`src/rtl/pgs_pkg.sv`:
```
package pgs_pkg;

    localparam int N_GATES = 4;
    localparam int N_STEPS = 2 * N_GATES;
    localparam int STEP_W  = $clog2(N_STEPS);

    // Gate index order is the power-up order
    typedef enum logic [1:0] {
        G_RST = 2'd0,
        G_BUS = 2'd1,
        G_MOD = 2'd2,
        G_MEM = 2'd3
    } gate_e;

    typedef enum logic {
        DIR_ON  = 1'b0,
        DIR_OFF = 1'b1
    } dir_e;

    typedef struct packed {
        logic  valid;
        gate_e gate;
        logic  shared_grp;
        logic  turn_on;
    } step_s;

    // Power-up: shared half first, gates ascending.
    // Power-down: private half first, gates descending.
    function automatic step_s decode_step(input dir_e d,
                                          input logic [STEP_W-1:0] s,
                                          input logic live);
        step_s r;
        r.valid      = live;
        r.turn_on    = (d == DIR_ON);
        r.shared_grp = (d == DIR_ON) ? ~s[STEP_W-1] : s[STEP_W-1];
        r.gate       = (d == DIR_ON) ? gate_e'(s[1:0]) : gate_e'(~s[1:0]);
        return r;
    endfunction

endpackage

```
`src/rtl/pgs_seq_ctrl.sv`:
```
module pgs_seq_ctrl
    import pgs_pkg::*;
#(
    parameter int NUM_USERS = 4,
    parameter bit READ_ONLY = 1'b0
) (
    input  logic                         clk,
    input  logic                         rst,
    input  logic                         en_req,
    input  logic                         dis_req,
    input  logic [$clog2(NUM_USERS)-1:0] req_slot,
    output logic                         busy,
    output step_s                        act,
    output logic                         shared_go,
    output logic [NUM_USERS-1:0]         user_mask
);

    logic                 busy_q;
    logic [STEP_W-1:0]    step_q;
    dir_e                 dir_q;
    logic                 go_q;
    logic [NUM_USERS-1:0] mask_q;
    logic [NUM_USERS-1:0] slot_bit;
    logic                 accept;

    assign slot_bit = NUM_USERS'(1) << req_slot;
    assign accept   = !busy_q && !READ_ONLY && (en_req || dis_req);

    always_ff @(posedge clk) begin
        if (rst) begin
            busy_q <= 1'b0;
            step_q <= '0;
            dir_q  <= DIR_ON;
            go_q   <= 1'b0;
            mask_q <= '0;
        end else if (accept) begin
            busy_q <= 1'b1;
            step_q <= '0;
            if (en_req) begin
                dir_q  <= DIR_ON;
                go_q   <= (mask_q == '0);
                mask_q <= mask_q | slot_bit;
            end else begin
                dir_q  <= DIR_OFF;
                go_q   <= (mask_q != '0) && ((mask_q & ~slot_bit) == '0);
                mask_q <= mask_q & ~slot_bit;
            end
        end else if (busy_q) begin
            step_q <= step_q + 1'b1;
            if (step_q == STEP_W'(N_STEPS - 1))
                busy_q <= 1'b0;
        end
    end

    assign busy      = busy_q;
    assign act       = decode_step(dir_q, step_q, busy_q);
    assign shared_go = go_q;
    assign user_mask = mask_q;


    mask_quiet_chk: assert property (@(posedge clk) disable iff (rst)
        (busy_q && $past(busy_q)) |-> $stable(mask_q));


    empty_off_chk: assert property (@(posedge clk) disable iff (rst)
        (!busy_q && !en_req && dis_req && mask_q == '0) |=> (!go_q && mask_q == '0));

    generate
        if (READ_ONLY) begin : g_ro_chk

            ro_idle_chk: assert property (@(posedge clk) disable iff (rst)
                !busy_q && mask_q == '0);
        end
    endgenerate

endmodule

```
`src/rtl/pgs_gate_bank.sv`:
```
module pgs_gate_bank
    import pgs_pkg::*;
#(
    parameter logic [N_GATES-1:0] PRESENT    = 4'b1111,
    parameter logic [N_GATES-1:0] SHARED     = 4'b0000,
    parameter bit                 KEEP_RESET = 1'b0
) (
    input  logic               clk,
    input  logic               rst,
    input  step_s              act,
    input  logic               shared_go,
    output logic [N_GATES-1:0] open_vec
);

    generate
        for (genvar g = 0; g < N_GATES; g++) begin : g_gate
            if (PRESENT[g] && !(g == int'(G_RST) && KEEP_RESET)) begin : g_live
                logic q;
                logic hit;
                assign hit = act.valid && (act.gate == gate_e'(g))
                          && (act.shared_grp == SHARED[g])
                          && (!SHARED[g] || shared_go);
                always_ff @(posedge clk) begin
                    if (rst)      q <= 1'b0;
                    else if (hit) q <= act.turn_on;
                end
                assign open_vec[g] = q;
            end else begin : g_tied
                assign open_vec[g] = 1'b0;
            end
        end
    endgenerate


    one_step_chk: assert property (@(posedge clk) disable iff (rst)
        $countones(open_vec ^ $past(open_vec)) <= 1);


    idle_hold_chk: assert property (@(posedge clk) disable iff (rst)
        !act.valid |=> $stable(open_vec));

endmodule

```
`src/rtl/periph_gate_seq.sv`:
```
module periph_gate_seq
    import pgs_pkg::*;
#(
    parameter int                 NUM_USERS      = 4,
    parameter logic [N_GATES-1:0] PRESENT        = 4'b1111,
    parameter logic [N_GATES-1:0] SHARED         = 4'b0011,
    parameter bit                 MOD_ACTIVE_LOW = 1'b0,
    parameter bit                 KEEP_RESET     = 1'b0,
    parameter bit                 READ_ONLY      = 1'b0
) (
    input  logic                         clk,
    input  logic                         rst,
    input  logic                         en_req,
    input  logic                         dis_req,
    input  logic [$clog2(NUM_USERS)-1:0] req_slot,
    output logic                         busy,
    output logic                         rst_release,
    output logic                         bus_gate,
    output logic                         mod_gate,
    output logic                         mem_gate,
    output logic                         enabled,
    output logic [NUM_USERS-1:0]         user_mask
);

    step_s              act;
    logic               shared_go;
    logic [N_GATES-1:0] open_vec;

    pgs_seq_ctrl #(
        .NUM_USERS (NUM_USERS),
        .READ_ONLY (READ_ONLY)
    ) u_ctrl (
        .clk       (clk),
        .rst       (rst),
        .en_req    (en_req),
        .dis_req   (dis_req),
        .req_slot  (req_slot),
        .busy      (busy),
        .act       (act),
        .shared_go (shared_go),
        .user_mask (user_mask)
    );

    pgs_gate_bank #(
        .PRESENT    (PRESENT),
        .SHARED     (SHARED),
        .KEEP_RESET (KEEP_RESET)
    ) u_bank (
        .clk       (clk),
        .rst       (rst),
        .act       (act),
        .shared_go (shared_go),
        .open_vec  (open_vec)
    );

    assign rst_release = open_vec[G_RST];
    assign bus_gate    = open_vec[G_BUS];
    assign mod_gate    = MOD_ACTIVE_LOW ? ~open_vec[G_MOD] : open_vec[G_MOD];
    assign mem_gate    = open_vec[G_MEM];
    assign enabled     = &(open_vec | ~PRESENT);


    status_chk: assert property (@(posedge clk) disable iff (rst)
        enabled |-> ((rst_release || !PRESENT[G_RST]) && (bus_gate || !PRESENT[G_BUS])
                     && (mem_gate || !PRESENT[G_MEM])));

    generate
        if (KEEP_RESET) begin : g_keep_chk

            keep_rst_chk: assert property (@(posedge clk) disable iff (rst)
                !rst_release);
        end
    endgenerate

endmodule

```
`config.mk`:
```
export PLATFORM = sky130hd
export DESIGN_NAME = periph_gate_seq
export DESIGN_NICKNAME = d
export VERILOG_FILES = /design/src/rtl/pgs_pkg.sv /design/src/rtl/pgs_seq_ctrl.sv /design/src/rtl/pgs_gate_bank.sv /design/src/rtl/periph_gate_seq.sv
export SDC_FILE = /design/constraint.sdc
export NUM_CORES = 1
export LEC_CHECK = 0
export BUFFER_PORTS_ARGS = -buffer_cell sky130_fd_sc_hd__buf_2
export CORE_AREA = 2 2 57 59
export CTS_CLUSTER_SIZE = 16
export DETAILED_ROUTE_END_ITERATION = 16
export DIE_AREA = 0 0 59 61
export GPL_TIMING_DRIVEN = 0
export HOLD_SLACK_MARGIN = 0.03
export RECOVER_POWER = 50
export SYNTH_ARGS = -nofsm -noshare
export SYNTH_HDL_FRONTEND = slang
export SYNTH_SLANG_ARGS = --single-unit
```
`constraint.sdc`:
```
create_clock -name clk -period 1.15 [get_ports clk]
set_input_delay 0.0575 -clock clk [delete_from_list [all_inputs] [get_ports clk]]
set_output_delay 0.0575 -clock clk [all_outputs]
set_load 0.01 [all_outputs]
```
# ---- Word-level counts from Yosys, hierarchy flattened
# Cells that the tools add are included.
# W data, S select, Z words.
dict set report totals {
  in_bits 6
  regBits 14
  memories 0
  ram_bits 0
  rom_bits 0
  latch_bits 0
  word_cells 50
}
dict set report op_classes {
  n_shift 1
  n_div 0
  n_mux 8
  bitwise_logic 7
  n_reduce_logical 20
  n_addsub 1
  n_eq_ne 4
  magnitude_cmp 0
  mul 0
}
# cell count
set op_table {}
lappend op_table {{$logic_and A1 B1 Y1} 12}
lappend op_table {{$logic_not A4 Y1} 2}
lappend op_table {{$mux W1} 6}
lappend op_table {{$and A4 B4 Y4} 1}
lappend op_table {{$eq A2 B2 Y1 const B} 2}
lappend op_table {{$mux W4} 1}
lappend op_table {{$not A4 Y4} 1}
lappend op_table {{$or A4 B4 Y4} 1}
lappend op_table {{$reduce_and A4 Y1} 1}
lappend op_table {{$reduce_bool A4 Y1} 1}
lappend op_table {{$shl A1 B2 Y4 const A} 1}
lappend op_table {{$add A3 B1 Y3 const B} 1}
lappend op_table {{$eq A3 B3 Y1 const B} 1}
lappend op_table {{$not A1 Y1} 3}
lappend op_table {{$eq A2 B1 Y1 const B} 1}
lappend op_table {{$logic_not A2 Y1} 1}
lappend op_table {{$mux W2} 1}
lappend op_table {{$not A2 Y2} 1}
lappend op_table {{$reduce_or A2 Y1} 1}
lappend op_table {{$logic_not A1 Y1} 1}
lappend op_table {{$logic_or A1 B1 Y1} 1}

# ---- Longest topological paths before layout
# Gate-level depths: netlist of run 1.
dict set report logic_depth {
  ltp_word 6
  mapped_depth 6
  mapped_depth_nobuf 4
}

# ---- By module
# Synthesis of run 1 repeated with hierarchy kept, for this count alone.
dict set report unflattened {
  cells_unflattened 82
  hier_area_um2 810.8
}
# module cells_each n_inst seq_area_each_um2 area_per_inst_um2
set modules_own_cells {}
lappend modules_own_cells {pgs_seq_ctrl 58 1 200.2 565.5}
lappend modules_own_cells {pgs_gate_bank 23 1 80.1 236.5}
lappend modules_own_cells {periph_gate_seq 1 1 0.0 8.8}

# ---- Least setup slack after synthesis of run 1
# Ideal clock, no wire load.
dict set report synth_path {
  kind {flip-flop to flip-flop}
  from {register u_ctrl.busy_q (netlist: u_ctrl.busy)}
  to {register with a tool-made name}
  n_path_buf 2
  period_less_slack_ps 1296
  slack_ps -146
  arrival_ps 1168
  path_stages_with_launch 7
  path_cell_list {dfxtp_1 -> buf_2 -> o21ba_2 -> buf_4 -> nand3b_1 -> mux2i_1 -> nor2_1}
}
# element line
set synth_rtl {}
lappend synth_rtl {{start: declaration} pgs_seq_ctrl.sv:18} ;# logic busy_q;
lappend synth_rtl {{start signal: assignment} pgs_seq_ctrl.sv:31} ;# busy_q <= 1'b0;
lappend synth_rtl {{start signal: assignment} pgs_seq_ctrl.sv:37} ;# busy_q <= 1'b1;
lappend synth_rtl {{start signal: assignment} pgs_seq_ctrl.sv:51} ;# busy_q <= 1'b0;

# ---- Worst setup path in the final report of run 1
dict set report layout_path {
  from {register u_ctrl.step_q[0]}
  to {register u_bank.g_gate[2].g_live.q}
}
dict set report layout_via {
  elab_chain_cells 5
}
# element line
set layout_rtl {}
lappend layout_rtl {{start: declaration} pgs_seq_ctrl.sv:19} ;# logic [STEP_W-1:0] step_q;
lappend layout_rtl {{start signal: assignment} pgs_seq_ctrl.sv:49} ;# step_q <= step_q + 1'b1;
lappend layout_rtl {{$not A2 Y2} pgs_pkg.sv:36} ;# r.gate = (d == DIR_ON) ? gate_e'(s[1:0]) : gate_e'(~s[1:0]);
lappend layout_rtl {{$mux W2 (*)} pgs_pkg.sv:36}
lappend layout_rtl {{$eq A2 B2 Y1 (*)} pgs_gate_bank.sv:20} ;# assign hit = act.valid && (act.gate == gate_e'(g))
lappend layout_rtl {{$logic_and A1 B1 Y1 (*)} pgs_gate_bank.sv:20}
lappend layout_rtl {{$logic_and A1 B1 Y1 (*)} pgs_gate_bank.sv:21} ;# && (act.shared_grp == SHARED[g])
lappend layout_rtl {{end signal: assignment} pgs_gate_bank.sv:25} ;# else if (hit) q <= act.turn_on;
lappend layout_rtl {{end: declaration} pgs_gate_bank.sv:18} ;# logic q;
# Every way passes the cells marked *; elsewhere a longest branch is shown, timed or not.
# A chain may end at the register's enable or synchronous reset.

==> results.cfg, run 1 <==
[setup_path]
crit_fanout = 8
cp_cell_sequence = inv_1, or3_1, a21oi_1, nor3_1
path_class = reg -> reg
start_kind = flop
max_stage_delay_ns = 0.44
required_ns = 1.34
cp-end-kind = flop
critPathArrivalTime_ns = 1.36
crit_slowest_cell = dfxtp_2

[sta]
rsz0062_at_grt = true
fin_ws_ns = -0.02598
hold_viol_final = 0
period_share_pct = 102.3
fin_worst_skew_ns = 0.009641
finalSetupViolations = 2
finalCriticalPeriod_ns = 1.176
max_slew.worst_pin.slew_ns = 0.2190
tns_ns = -0.03004
max_clock_freq_mhz = 850.4
relSlewSlack_pct = 85.40
final_max_slew_viol_count = 0

[die]
start_util_pct = 23.86
die_area_mm2 = 0.003599
ios = 16
die_h_um = 61
coreArea_mm2 = 0.002953
num_rows = 20
die_w_um = 59

[global_route]
grt_pass1_vias = 603
grt_pass1_wl_um = 2670
grt_start_max_net_pins = 11
grt.total_usage_pct = 9.836
antenna_found_initial = 0
grt-ovfl-total = 0

[cts]
htreeDepth = 1
clock-root-buffer = clkbuf_4
clk_pin_slew_ns = 0.10
cts_made_buffers = 3
cts.path.max_buffers = 2
cts_tree = done
insertion_delay_ns = 0.29
clock_sinks = 14

[yosys]
yosysMostFrequentCell = dfxtp_1
ys_top_cells_by_count = dfxtp_1 (14), nor2_1 (9), a21oi_1 (6), mux2i_1 (6), nor3_1 (6)
synth_area_um2 = 704.4
synth-edff-count = 0
ys_types = 32
yosysTopAreaCell = dfxtp_1
syn_inst = 80
ys_ff_latch = 14
async_flop_share_pct = 0
seq_area_frac_synth_pct = 39.79
yosys-top-cells-area = dfxtp_1 (40%), mux2i_1 (8.5%), nor2_1 (4.8%), a21oi_1 (4.3%), nor3_1 (4.3%)
syn-num-nets = 88
yosysTopAreaCellShare_pct = 39.79
synth_area_per_cell_um2 = 8.805
ys_warn_count = 0
synthFlopType = dfxtp_1

[power_and_ir_drop]
powerDensity_mw_per_mm2 = 1180
ir_worst_vdd_mv = 0.8004
p_leak_nw = 0.3766

[detailed_routing]
avgViaCountPerCell = 4.947
routed-via-count = 658
drt_iter0_markers = 18
ant_nets = 0
postRouteWirelength_um = 1670
wire_per_inst_um = 12.56
drc = 0
drt_first_pass_iters = 4

[placed_design]
pre_cts_ws_ns = -0.06489
dp_hpwl_um = 1100
io_buffers = 14
gp_congestion = 0.7301
placed_area_um2 = 833.3

[finish]
final_area_um2 = 933.4
fin_nets = 109
area_growth_pct = 32.50
drive_gt1_share_pct = 37.00
multiInputGateArea_um2 = 446.7
regArea_um2 = 294.0
utilization_pct = 31.61
fill_cells = 334
antenna_cells = 0

[hold_path]
hold_class = in -> reg

[status]
status = finished, violations left
violations = setup timing

[flow_run]
drv_cap = 0
==> final timing paths <==
| path | from | to | slack [ns] | cells past startpoint |
|---|---|---|---|---|
| max reg2reg | u_ctrl.step_q[0] | u_bank.g_gate[2].g_live.q | -0.03 | 4 |
| min | en_req | u_ctrl.dir_q | 0.12 | 2 |
| max | u_ctrl.step_q[0] | u_bank.g_gate[2].g_live.q | -0.03 | 4 |
| min reg2reg | u_bank.g_gate[1].g_live.q | u_bank.g_gate[1].g_live.q | 0.49 | 2 |
==> metrics by stage <==
step / cells / hold slack (ns) / power (W)
final: 133 / 0.1196 / 0.001102
after global routing: 133 / 0.1147 / 0.001170
after CTS: 134 / 0.1134 / 0.001106
after global placement: 127 / 0.3038 / 0.0007164
after floorplan: 80 / 0.1296 / 0.0006674
after detailed placement: 127 / 0.3070 / 0.0007209
==> layout make-up <==
| class | count | share of cell area (%) |
|---|---|---|
| inverter | 2 | 0.8043 |
| multi-input combinational | 60 | 47.86 |
| clock buffer | 4 | 3.887 |
| buffer | 2 | 1.072 |
| tap | 33 | 4.424 |
| timing repair buffer | 18 | 10.46 |
| sequential | 14 | 31.50 |
==> per-layer routing <==
metal / part of all wire, % / track usage (%)
met3: 4.6 / 3.838
met2: 48 / 16.35
met4: 0 / 1.948
met5: 0 / 0
met1: 48 / 12.18
==> repair_timing <==
action                                 4_1_cts  5_1_grt
setup endpoints to repair                   11       13
endpoints found under the hold margin        4        0
pin swaps                                    5        6
gates resized for setup                      8       11
gates cloned                                 0        0
hold buffers                                 1        0
buffers inserted                             3        0
==> cell families (layout without fill, tap and decap cells) <==
family	count (synthesis)	after routing	synth area share, %
buffers and inverters	6	26	4.086
AO/OA/AOI/OAI	17	17	16.52
adder cells (fa/ha/maj)	2	2	3.552
flip-flops	14	14	39.79
XOR/XNOR	1	1	1.244
multiplexers	6	6	8.526
AND/OR/NAND/NOR	34	34	26.29
==> cell usage in the layout (no fill, tap or decap), types with 3 or more instances in the layout <==
| cell | n |
|---|---|
| dfxtp_2 | 5 |
| a21oi_1 | 6 |
| dfxtp_1 | 7 |
| buf_2 | 11 |
| clkbuf_4 | 3 |
| a31oi_1 | 3 |
| clkbuf_1 | 4 |
| nor3_1 | 5 |
| buf_4 | 3 |
| nand3b_1 | 3 |
| mux2i_1 | 6 |
| nand3_1 | 3 |
| nor2_1 | 9 |
==> power breakdown <==
part	internal, W	switching [W]	total (W)
clock	0.000193	0.000171	0.000364
combinational	0.0000995	0.0000909	0.000190
sequential	0.000510	0.0000379	0.000547
==> critical path: cells and delay by family, from the launching register on <==
family	cells	cell delay, ns
AO/OA/AOI/OAI	1	0.15
buffers and inverters	1	0.07
flip-flops	1	0.44
AND/OR/NAND/NOR	2	0.41
Note: power is estimated with default switching activity, not from simulation.
==> inputs of run 2 (changes only) <==
==> constraint.sdc (replaced) <==
create_clock -name clk -period 1.2 [get_ports clk]
set_input_delay 0.06 -clock clk [delete_from_list [all_inputs] [get_ports clk]]
set_output_delay 0.06 -clock clk [all_outputs]
set_load 0.01 [all_outputs]
==> run 2 against run 1 <==
The run now ends clean. Fmax grew 1.5%. Clock power shrank 26%. Critical path type unchanged. Highest routed layer unchanged. Sequential power shrank 5.3%. Via count grew 2.6%. Sequential cell count is the same. Count of clock-buffer cells in the layout shrank 1. Hold slack lost 0.028 ns.
==> results.cfg, run 2 (synthesis results as in run 1) <==
[status]
status = complete, no violations

[global_route]
antenna_found_initial = 0
grt-ovfl-total = 0
grt_pass1_wl_um = 2732
grt_start_max_net_pins = 11
grt.total_usage_pct = 10.20
grt_pass1_vias = 596

[setup_path]
cp-end-kind = flop
max_stage_delay_ns = 0.37
crit_family = flip-flops
timing.rr.end = u_ctrl.shared_go
cp_num_buf_inv = 0
required_ns = 1.40
critPathArrivalTime_ns = 1.35
regToRegSetupSlack_ns = 0.04
start_kind = flop
path_class = reg -> reg
cp_cell_sequence = nor4_2, and2_1, o31ai_1, a311oi_1
crit_fanout = 6
crit_slowest_cell = dfxtp_4
r2r_cells = 4

[power_and_ir_drop]
ir_worst_vdd_mv = 0.4821
powerDensity_mw_per_mm2 = 1055
total_power_w = 0.0009614
p_leak_nw = 0.3598

[detailed_routing]
drt_first_pass_iters = 5
ant_nets = 0
wire_per_inst_um = 12.51
routed-via-count = 675
avgViaCountPerCell = 5.075
drt_iter0_markers = 19
drc = 0
postRouteWirelength_um = 1664

[finish]
stdcell_count = 133
drive_gt1_share_pct = 33.00
layout_common_cells = buf_2 (10), nor2_1 (9), clkbuf_1 (7), dfxtp_1 (7), mux2i_1 (6)
antenna_cells = 0
final_common_cell = buf_2
final_area_um2 = 910.9
area_growth_pct = 29.31
fin_nets = 110

[die]
ios = 16
num_rows = 20
die_w_um = 59
coreArea_mm2 = 0.002953
die_h_um = 61
die_area_mm2 = 0.003599
start_util_pct = 23.86

[sta]
relSlewSlack_pct = 67.95
max_clock_freq_mhz = 863.0
max_slew.worst_pin.slew_ns = 0.4808
hold_viol_final = 0
final_max_slew_viol_count = 0
finalCriticalPeriod_ns = 1.159
period_share_pct = 96.56
fin_ws_ns = 0.04125
rsz0062_at_grt = true
fin_worst_skew_ns = 0.005737
finalSetupViolations = 0

[placed_design]
placed_area_um2 = 823.3
dp_hpwl_um = 1149
gp_congestion = 0.7154
io_buffers = 14
pre_cts_ws_ns = -0.05170
placed_cells = 127

[cts]
clock_sinks = 14
cts_tree = done
clock-root-buffer = clkbuf_4
cts.path.max_buffers = 2
insertion_delay_ns = 0.28
clk_pin_slew_ns = 0.09
cts_made_buffers = 3
htreeDepth = 1

[flow_run]
drv_cap = 0

[hold_path]
hold_class = in -> reg
min_from = en_req
min_path_cells = 2
min_to = u_ctrl.dir_q
==> run 2: layout make-up <==
cell class	instances	area (µm²)
inverters	2	7.507
plain buffers	2	8.758
fillers	325	2042
clock buffers	3	22.52
well taps	33	41.29
multi-input cells	60	431.7
flip-flops and latches	14	299.0
repair buffers	19	100.1
==> run 2: stage by stage <==
stage | utilization, % | hold slack, ns | setup TNS [ns]
floorplan | - | 0.1321 | 0
finish | 30.85 | 0.09156 | 0
CTS | 29.07 | 0.08864 | 0
global placement | 27.88 | 0.3050 | -0.04513
global route | 30.85 | 0.09517 | -0.03427
detailed placement | 27.88 | 0.3193 | -0.1411
==> run 2: worst reg2reg max path: cells and delay by family (launching register included) <==
family / cells / cell delay [ns]
AO/OA/AOI/OAI: 2 / 0.33
AND/OR/NAND/NOR: 2 / 0.37
flip-flops: 1 / 0.37
==> run 2: per-layer routing <==
metal	vias to the layer above	routed length (µm)	track usage (%)
met1	313	829	13.00
met2	26	715	16.19
li1	336	-	-
met5	-	0	0
met4	0	0	1.948
met3	0	118	4.478
==> run 2: worst max path at each step <==
stage,start,end,slack [ns],cells after the start
after global placement,u_ctrl.busy,flop,-0.02,6
final,flop,u_ctrl.shared_go,0.04,4
after CTS,u_ctrl.busy,u_bank.g_gate[0].g_live.q,0.002,5
after global routing,flop,u_ctrl.shared_go,-0.03,4
after detailed placement,u_ctrl.busy,flop,-0.05,6
after floorplan,u_ctrl.busy,flop,0.007,6
==> run 2: power by group <==
part           internal [W]  total (W)  switching, W
clock              0.000116   0.000270      0.000154
combinational     0.0000853   0.000173     0.0000873
sequential         0.000485   0.000518     0.0000330
==> run 2: timing repair <==
item / 4_1_cts / 5_1_grt
pin swaps: 0 / 3
hold buffers: 1 / 0
endpoints found under the setup margin: 6 / 10
setup buffers: 0 / 4
endpoints found under the hold margin: 4 / 0
gates cloned: 0 / 0
resized for setup: 5 / 14
